$ cat src/rtl/plast_pkg.sv
package plast_pkg;

  typedef enum logic [1:0] {
    RULE_HOLD = 2'd0,
    RULE_LTP  = 2'd1,
    RULE_LTD  = 2'd2
  } plast_rule_e;

  localparam int unsigned PL_DW     = 16;
  localparam int unsigned PL_LFSR_W = 32;

endpackage

$ cat src/rtl/plast_lfsr.sv
module plast_lfsr #(
  parameter int unsigned          W     = 32,
  parameter int unsigned          OUT_W = 16,
  parameter logic [W-1:0]         TAPS  = 32'h8020_0003,
  parameter logic [W-1:0]         SEED  = 32'hACE1_2468
) (
  input  logic             clk_i,
  input  logic             rst_ni,
  output logic [OUT_W-1:0] rnd_o
);

  logic [W-1:0] state_q;
  logic [W-1:0] state_d;

  // Galois form, right shift
  always_comb begin
    state_d = state_q >> 1;
    if (state_q[0]) state_d = state_d ^ TAPS;
  end

  always_ff @(posedge clk_i or negedge rst_ni) begin
    if (!rst_ni) state_q <= SEED;
    else         state_q <= state_d;
  end

  assign rnd_o = state_q[OUT_W-1:0];

endmodule

$ cat src/rtl/plast_trace_stage.sv
module plast_trace_stage
  import plast_pkg::*;
#(
  parameter int unsigned DW = PL_DW
) (
  input  logic          clk_i,
  input  logic          rst_ni,
  input  logic [DW-1:0] decay_i,
  input  logic [DW-1:0] gain_i,
  input  logic [DW-1:0] rnd_i,
  input  logic          valid_i,
  input  logic          pre_i,
  input  logic          teach_i,
  input  logic [DW-1:0] weight_i,
  input  logic [DW-1:0] trace_i,
  output logic          valid_o,
  output plast_rule_e   rule_o,
  output logic [DW-1:0] weight_o,
  output logic [DW-1:0] trace_o
);

  localparam int unsigned PW = 2 * DW;
  localparam logic [DW:0] SAT_MAX = {1'b0, {DW{1'b1}}};

  logic [PW-1:0] prod;
  logic [DW-1:0] prod_int;
  logic [DW-1:0] prod_frac;
  logic          round_up;
  logic [DW:0]   decayed;
  logic [DW:0]   raised;
  logic [DW-1:0] trace_d;
  plast_rule_e   rule_d;

  always_comb begin
    prod      = PW'(trace_i) * PW'(decay_i);
    prod_int  = prod[PW-1:DW];
    prod_frac = prod[DW-1:0];
    // round up when the random draw falls below the fraction
    round_up  = (rnd_i < prod_frac);
    decayed   = {1'b0, prod_int} + {{DW{1'b0}}, round_up};
    raised    = decayed + (pre_i ? {1'b0, gain_i} : '0);
    trace_d   = (raised > SAT_MAX) ? {DW{1'b1}} : raised[DW-1:0];
  end

  always_comb begin
    if (teach_i)    rule_d = RULE_LTD;
    else if (pre_i) rule_d = RULE_LTP;
    else            rule_d = RULE_HOLD;
  end

  always_ff @(posedge clk_i or negedge rst_ni) begin
    if (!rst_ni) begin
      valid_o  <= 1'b0;
      rule_o   <= RULE_HOLD;
      weight_o <= '0;
      trace_o  <= '0;
    end else begin
      valid_o <= valid_i;
      if (valid_i) begin
        rule_o   <= rule_d;
        weight_o <= weight_i;
        trace_o  <= trace_d;
      end
    end
  end

endmodule

$ cat src/rtl/plast_delta_stage.sv
module plast_delta_stage
  import plast_pkg::*;
#(
  parameter int unsigned DW = PL_DW
) (
  input  logic                clk_i,
  input  logic                rst_ni,
  input  logic [DW-1:0]       step_i,
  input  logic                valid_i,
  input  plast_rule_e         rule_i,
  input  logic [DW-1:0]       weight_i,
  input  logic [DW-1:0]       trace_i,
  output logic                valid_o,
  output logic signed [DW+1:0] sum_o,
  output logic [DW-1:0]       trace_o
);

  localparam int unsigned SW = DW + 2;

  logic signed [SW-1:0] w_ext;
  logic signed [SW-1:0] t_ext;
  logic signed [SW-1:0] s_ext;
  logic signed [SW-1:0] sum_d;

  always_comb begin
    w_ext = signed'({2'b00, weight_i});
    t_ext = signed'({2'b00, trace_i});
    s_ext = signed'({2'b00, step_i});
    unique case (rule_i)
      RULE_LTD: sum_d = w_ext - t_ext;
      RULE_LTP: sum_d = w_ext + s_ext;
      default:  sum_d = w_ext;
    endcase
  end

  always_ff @(posedge clk_i or negedge rst_ni) begin
    if (!rst_ni) begin
      valid_o <= 1'b0;
      sum_o   <= '0;
      trace_o <= '0;
    end else begin
      valid_o <= valid_i;
      if (valid_i) begin
        sum_o   <= sum_d;
        trace_o <= trace_i;
      end
    end
  end

endmodule

$ cat src/rtl/plast_clamp_stage.sv
module plast_clamp_stage
  import plast_pkg::*;
#(
  parameter int unsigned   DW    = PL_DW,
  parameter logic [DW-1:0] W_MAX = {DW{1'b1}}
) (
  input  logic                 clk_i,
  input  logic                 rst_ni,
  input  logic                 valid_i,
  input  logic signed [DW+1:0] sum_i,
  input  logic [DW-1:0]        trace_i,
  output logic                 valid_o,
  output logic [DW-1:0]        weight_o,
  output logic [DW-1:0]        trace_o
);

  localparam logic signed [DW+1:0] HI = signed'({2'b00, W_MAX});

  logic [DW-1:0] weight_d;

  always_comb begin
    if (sum_i < 0)       weight_d = '0;
    else if (sum_i > HI) weight_d = W_MAX;
    else                 weight_d = sum_i[DW-1:0];
  end

  always_ff @(posedge clk_i or negedge rst_ni) begin
    if (!rst_ni) begin
      valid_o  <= 1'b0;
      weight_o <= '0;
      trace_o  <= '0;
    end else begin
      valid_o <= valid_i;
      if (valid_i) begin
        weight_o <= weight_d;
        trace_o  <= trace_i;
      end
    end
  end

endmodule

$ cat src/rtl/plast_weight_updater.sv
module plast_weight_updater
  import plast_pkg::*;
#(
  parameter int unsigned          DW        = PL_DW,
  parameter logic [DW-1:0]        W_MAX     = {DW{1'b1}},
  parameter int unsigned          LFSR_W    = PL_LFSR_W,
  parameter logic [LFSR_W-1:0]    LFSR_TAPS = 32'h8020_0003,
  parameter logic [LFSR_W-1:0]    LFSR_SEED = 32'hACE1_2468
) (
  input  logic          clk_i,
  input  logic          rst_ni,
  input  logic [DW-1:0] trace_decay_i,
  input  logic [DW-1:0] trace_gain_i,
  input  logic [DW-1:0] ltp_step_i,
  input  logic          valid_i,
  input  logic          pre_spike_i,
  input  logic          teach_spike_i,
  input  logic [DW-1:0] weight_i,
  input  logic [DW-1:0] trace_i,
  output logic          valid_o,
  output logic [DW-1:0] weight_o,
  output logic [DW-1:0] trace_o
);

  logic [DW-1:0]        rnd;
  logic                 s1_valid;
  plast_rule_e          s1_rule;
  logic [DW-1:0]        s1_weight;
  logic [DW-1:0]        s1_trace;
  logic                 s2_valid;
  logic signed [DW+1:0] s2_sum;
  logic [DW-1:0]        s2_trace;

  plast_lfsr #(
    .W     (LFSR_W),
    .OUT_W (DW),
    .TAPS  (LFSR_TAPS),
    .SEED  (LFSR_SEED)
  ) u_lfsr (
    .clk_i  (clk_i),
    .rst_ni (rst_ni),
    .rnd_o  (rnd)
  );

  plast_trace_stage #(.DW(DW)) u_trace (
    .clk_i    (clk_i),
    .rst_ni   (rst_ni),
    .decay_i  (trace_decay_i),
    .gain_i   (trace_gain_i),
    .rnd_i    (rnd),
    .valid_i  (valid_i),
    .pre_i    (pre_spike_i),
    .teach_i  (teach_spike_i),
    .weight_i (weight_i),
    .trace_i  (trace_i),
    .valid_o  (s1_valid),
    .rule_o   (s1_rule),
    .weight_o (s1_weight),
    .trace_o  (s1_trace)
  );

  plast_delta_stage #(.DW(DW)) u_delta (
    .clk_i    (clk_i),
    .rst_ni   (rst_ni),
    .step_i   (ltp_step_i),
    .valid_i  (s1_valid),
    .rule_i   (s1_rule),
    .weight_i (s1_weight),
    .trace_i  (s1_trace),
    .valid_o  (s2_valid),
    .sum_o    (s2_sum),
    .trace_o  (s2_trace)
  );

  plast_clamp_stage #(.DW(DW), .W_MAX(W_MAX)) u_clamp (
    .clk_i    (clk_i),
    .rst_ni   (rst_ni),
    .valid_i  (s2_valid),
    .sum_i    (s2_sum),
    .trace_i  (s2_trace),
    .valid_o  (valid_o),
    .weight_o (weight_o),
    .trace_o  (trace_o)
  );

endmodule

$ cat config.mk
export PLATFORM = sky130hd
export DESIGN_NAME = plast_weight_updater
export DESIGN_NICKNAME = d
export VERILOG_FILES = /design/src/rtl/plast_pkg.sv /design/src/rtl/plast_lfsr.sv /design/src/rtl/plast_trace_stage.sv /design/src/rtl/plast_delta_stage.sv /design/src/rtl/plast_clamp_stage.sv /design/src/rtl/plast_weight_updater.sv
export SDC_FILE = /design/constraint.sdc
export NUM_CORES = 1
export LEC_CHECK = 0
export BUFFER_PORTS_ARGS = -buffer_cell sky130_fd_sc_hd__buf_2
export CAP_MARGIN = 20
export CORE_MARGIN = 3
export CORE_UTILIZATION = 30
export CTS_CLUSTER_DIAMETER = 80
export DETAILED_ROUTE_END_ITERATION = 8
export PLACE_DENSITY = 0.53
export SYNTH_ARGS = -nofsm -noshare
export SYNTH_HDL_FRONTEND = slang
export SYNTH_SLANG_ARGS = --single-unit
$ cat constraint.sdc
create_clock -name clk_i -period 6 [get_ports clk_i]
set_input_delay 0.9 -clock clk_i [delete_from_list [all_inputs] [get_ports clk_i]]
set_output_delay 0.9 -clock clk_i [all_outputs]
set_load 0.005 [all_outputs]
==> flow_metrics.env <==
export IMPL_status="finished with violations"
export IMPL_violations="negative setup slack"
export IMPL_clockBufferDepth=2
export IMPL_postCtsHoldBufs=0
export IMPL_worstHoldEndpoint="u_lfsr.state_q[17]"
export IMPL_drt_iter0_drc=466
export IMPL_dp_hpwl_um=34200
export IMPL_wl_um=40600
export IMPL_yosysWarnings=0
export IMPL_post_place_ws_ns=-2.53
export IMPL_max_freq_ghz=0.126
export IMPL_critPathCaptureType="flip-flop"
export IMPL_max_cap_viol_count=0
export IMPL_final_cells=2688
export IMPL_cts_buffers=17
export IMPL_track_usage_pct=14.9
export IMPL_netlist_area_um2=16100
export IMPL_dr_pass1_iters=5
export IMPL_synthArstFlopShare_pct=100
export IMPL_avgRoutedWirePerCell_um=15.1
export IMPL_die_x_um=238
export IMPL_cpMaxStageDelayCell="fa_1"
export IMPL_rows=84
export IMPL_area_delta_synth_final_pct=23.3
export IMPL_r2r_start="u_lfsr.state_q[1]"
export IMPL_overflow=0
export IMPL_yosysSeqAreaShare_pct=21.1
export IMPL_routed_via_density=4.66
export IMPL_fin_crit_sh_pct=132
export IMPL_htreeDepth=4
export IMPL_ctsRootBufferMaster="clkbuf_16"
export IMPL_cpPeakStageDelay_ns=0.56
export IMPL_antenna_found_initial=2
export IMPL_regToRegEndpoint="u_trace.trace_o[14]"
export IMPL_slew_viol_final=0
export IMPL_grt_pass1_wl_um=68300
export IMPL_slew_headroom_pct=35.2
export IMPL_hold_viol=0
export IMPL_rrSetupSlack_ns=2.33
export IMPL_synth_seq_cells=135
export IMPL_ant_nets=0
export IMPL_diodes=0
export IMPL_rsz0062_at_grt="yes"
export IMPL_core_area_um2=52900
export IMPL_fp_dieArea_um2=56500
export IMPL_fin_skew_ns=0.0146
export IMPL_layout_drive_gt1_share_pct=25.5
export IMPL_worst_path_max_fanout=6
export IMPL_regArea_um2=3390
export IMPL_tritoncts="yes"
export IMPL_port_buffers=117
export IMPL_gp_congestion=0.880
export IMPL_ioPinCount=118
export IMPL_dr_total_vias=12500
export IMPL_cts_clk_slew_worst_paths_ns=0.06
export IMPL_worstMarginPinSlew_ns=0.972
export IMPL_fill_cells=5311
export IMPL_synth_ff_type="dfrtp_1"
export IMPL_chipHeight_um=238
export IMPL_synthXorXnorAreaFrac_pct=2.99
export IMPL_setup_viol=16
export IMPL_yosys_area_share_simple_pct=14.0
export IMPL_ys_types=74
export IMPL_synth_avg_cell_area_um2=9.48
export IMPL_min_path_cells=0
export IMPL_synthMuxAreaShare_pct=4.88
export IMPL_grt_max_degree=78
export IMPL_synth_compound_area_share_pct=11.5
export IMPL_required_ns=6.32
export IMPL_postSynthNetCount=2149
export IMPL_insertion_delay_ns=0.45
export IMPL_dp_cells=2644
export IMPL_synth_top_family_by_area="adder cells"
export IMPL_postSynthCellCount=1698
export IMPL_cts_num_sinks=135
export IMPL_timing_final_ws_setup_ns=-1.93
export IMPL_min_from="u_lfsr.state_q[18]"
export IMPL_post_synth_fa_ha_maj_area_fraction_pct=37.7
export IMPL_nets=2438
export IMPL_fin_hold_ws_ns=0.346
export IMPL_grt_pass1_vias=13300
export IMPL_cp_arrival_ns=8.26
export IMPL_hold_class="flip-flop to flip-flop"
export IMPL_rr_worst_depth=17
export IMPL_setup_tns_ns=-30.02
export IMPL_synth_edf_count=0
export IMPL_drc=0
export IMPL_start_kind="primary input"
export IMPL_start_util_pct=30.5
export IMPL_multi_input_area_um2=11700
export IMPL_crit_type="primary input to flip-flop"
export IMPL_min_period_ns=7.93
[sequential cells by signal (all words and copies together), names as in the netlist]
name	count
u_trace.valid_o	1
u_lfsr.state_q	32
u_clamp.trace_o	16
u_trace.rule_o	2
u_trace.weight_o	16
u_clamp.valid_o	1
u_delta.valid_o	1
u_trace.trace_o	16
u_clamp.weight_o	16
u_delta.sum_o	18
u_delta.trace_o	16
[metal layers]
metal,global-route usage [%],up-vias,wire length (um)
met5,0,-,12
met4,3.65,2,563
met3,2.10,37,1430
met2,24.8,231,19000
met1,20.5,6154,19600
li1,-,6103,-
[how the worst max path moves through the flow]
stage | start | endpoint | slack [ns] | cells past startpoint
2_1_floorplan | trace_i[6] | u_trace.trace_o[10] | -2.13 | 32
3_3_place_gp | trace_decay_i[6] | u_trace.trace_o[10] | -2.44 | 34
3_5_place_dp | trace_decay_i[3] | u_trace.trace_o[12] | -2.53 | 34
4_1_cts | trace_i[6] | u_trace.trace_o[13] | -1.92 | 31
5_1_grt | trace_i[2] | u_trace.trace_o[13] | -2.17 | 33
6_report | trace_i[6] | u_trace.trace_o[14] | -1.93 | 32
[worst max-delay path, delay by kind of cell]
kind / cells / cell delay, ns
AOI/OAI and AO/OA: 12 / 2.16
xor gates and xnor gates: 2 / 0.29
buffers and inverters: 6 / 0.44
and+or+nand+nor: 2 / 0.20
adders and majority gates: 10 / 4.26
[Yosys cell counts (all sizes together) (4+ instances only)]
library cell | number | area (um^2)
mux2 | 68 | 766
o21ai | 54 | 270
o2bb2ai | 4 | 35.0
clkbuf | 51 | 191
a22oi | 5 | 37.5
fa | 198 | 3960
nand3 | 13 | 65.1
o21a | 11 | 82.6
a211oi | 11 | 82.6
dfrtp | 122 | 3050
dfstp | 13 | 342
nand2b | 11 | 68.8
nor2b | 8 | 50.1
nor2 | 61 | 229
buf | 7 | 28.8
xor2 | 23 | 201
ha | 168 | 2100
a221oi | 9 | 78.8
a21oi | 62 | 322
and2 | 123 | 769
o21bai | 16 | 120
o22a | 12 | 105
a21o | 23 | 173
nand3b | 4 | 30.0
nand2 | 198 | 743
inv | 280 | 1050
nor3 | 16 | 85.1
or3 | 9 | 56.3
xnor2 | 32 | 280
a31oi | 11 | 68.8
a21boi | 5 | 41.3
and3 | 7 | 45.1
o211ai | 7 | 52.6
[metrics by stage]
| step | area [um^2] | utilization [%] |
|---|---|---|
| 3_3_place_gp | 19000 | 35.9 |
| 2_1_floorplan | 16300 | - |
| 5_1_grt | 19900 | 37.6 |
| 6_report | 19900 | 37.6 |
| 4_1_cts | 19700 | 37.3 |
| 3_5_place_dp | 19000 | 35.9 |
[kinds of logic after synthesis]
kind of cell,after synthesis
fa+ha+maj,366
mux,70
flops,135
compound gates,270
buf+inv,338
xor+xnor,55
simple gates,464
[layout by cell type, fill, tap and decap left out, drive strengths merged, types with 5 or more instances in the layout]
| cell type | n |
|---|---|
| and2 | 123 |
| o211ai | 7 |
| a21boi | 5 |
| a21oi | 62 |
| ha | 168 |
| xnor2 | 32 |
| mux2 | 68 |
| a221oi | 9 |
| o21bai | 16 |
| dfstp | 13 |
| o21ai | 54 |
| nor3 | 16 |
| nand2b | 11 |
| dfrtp | 122 |
| nor2b | 8 |
| a22oi | 5 |
| fa | 198 |
| a21o | 23 |
| nand3 | 13 |
| inv | 289 |
| clkbuf | 17 |
| or3 | 9 |
| nand2 | 198 |
| nor2 | 61 |
| buf | 328 |
| a31oi | 11 |
| and3 | 7 |
| a211oi | 11 |
| o21a | 11 |
| xor2 | 23 |
| o22a | 12 |
[repair_timing]
item	4_1_cts	5_1_grt
pin swaps	13	15
gates resized for setup	16	34
endpoints found under the hold margin	0	0
setup endpoints to repair	16	16
setup buffers	11	1
[area by class of cell]
cell class	count	share of cell area (%)
multi-input cells	1225	58.9
flip-flops and latches	135	17.1
repair buffers	328	11.4
inverters	280	5.29
well taps	688	4.33
clock buffers	17	2.14
clock inverters	15	0.913
Power is left out: the tool's default activity adds up to more than one toggle a clock period on the data nets, which glitch-free logic cannot reach.
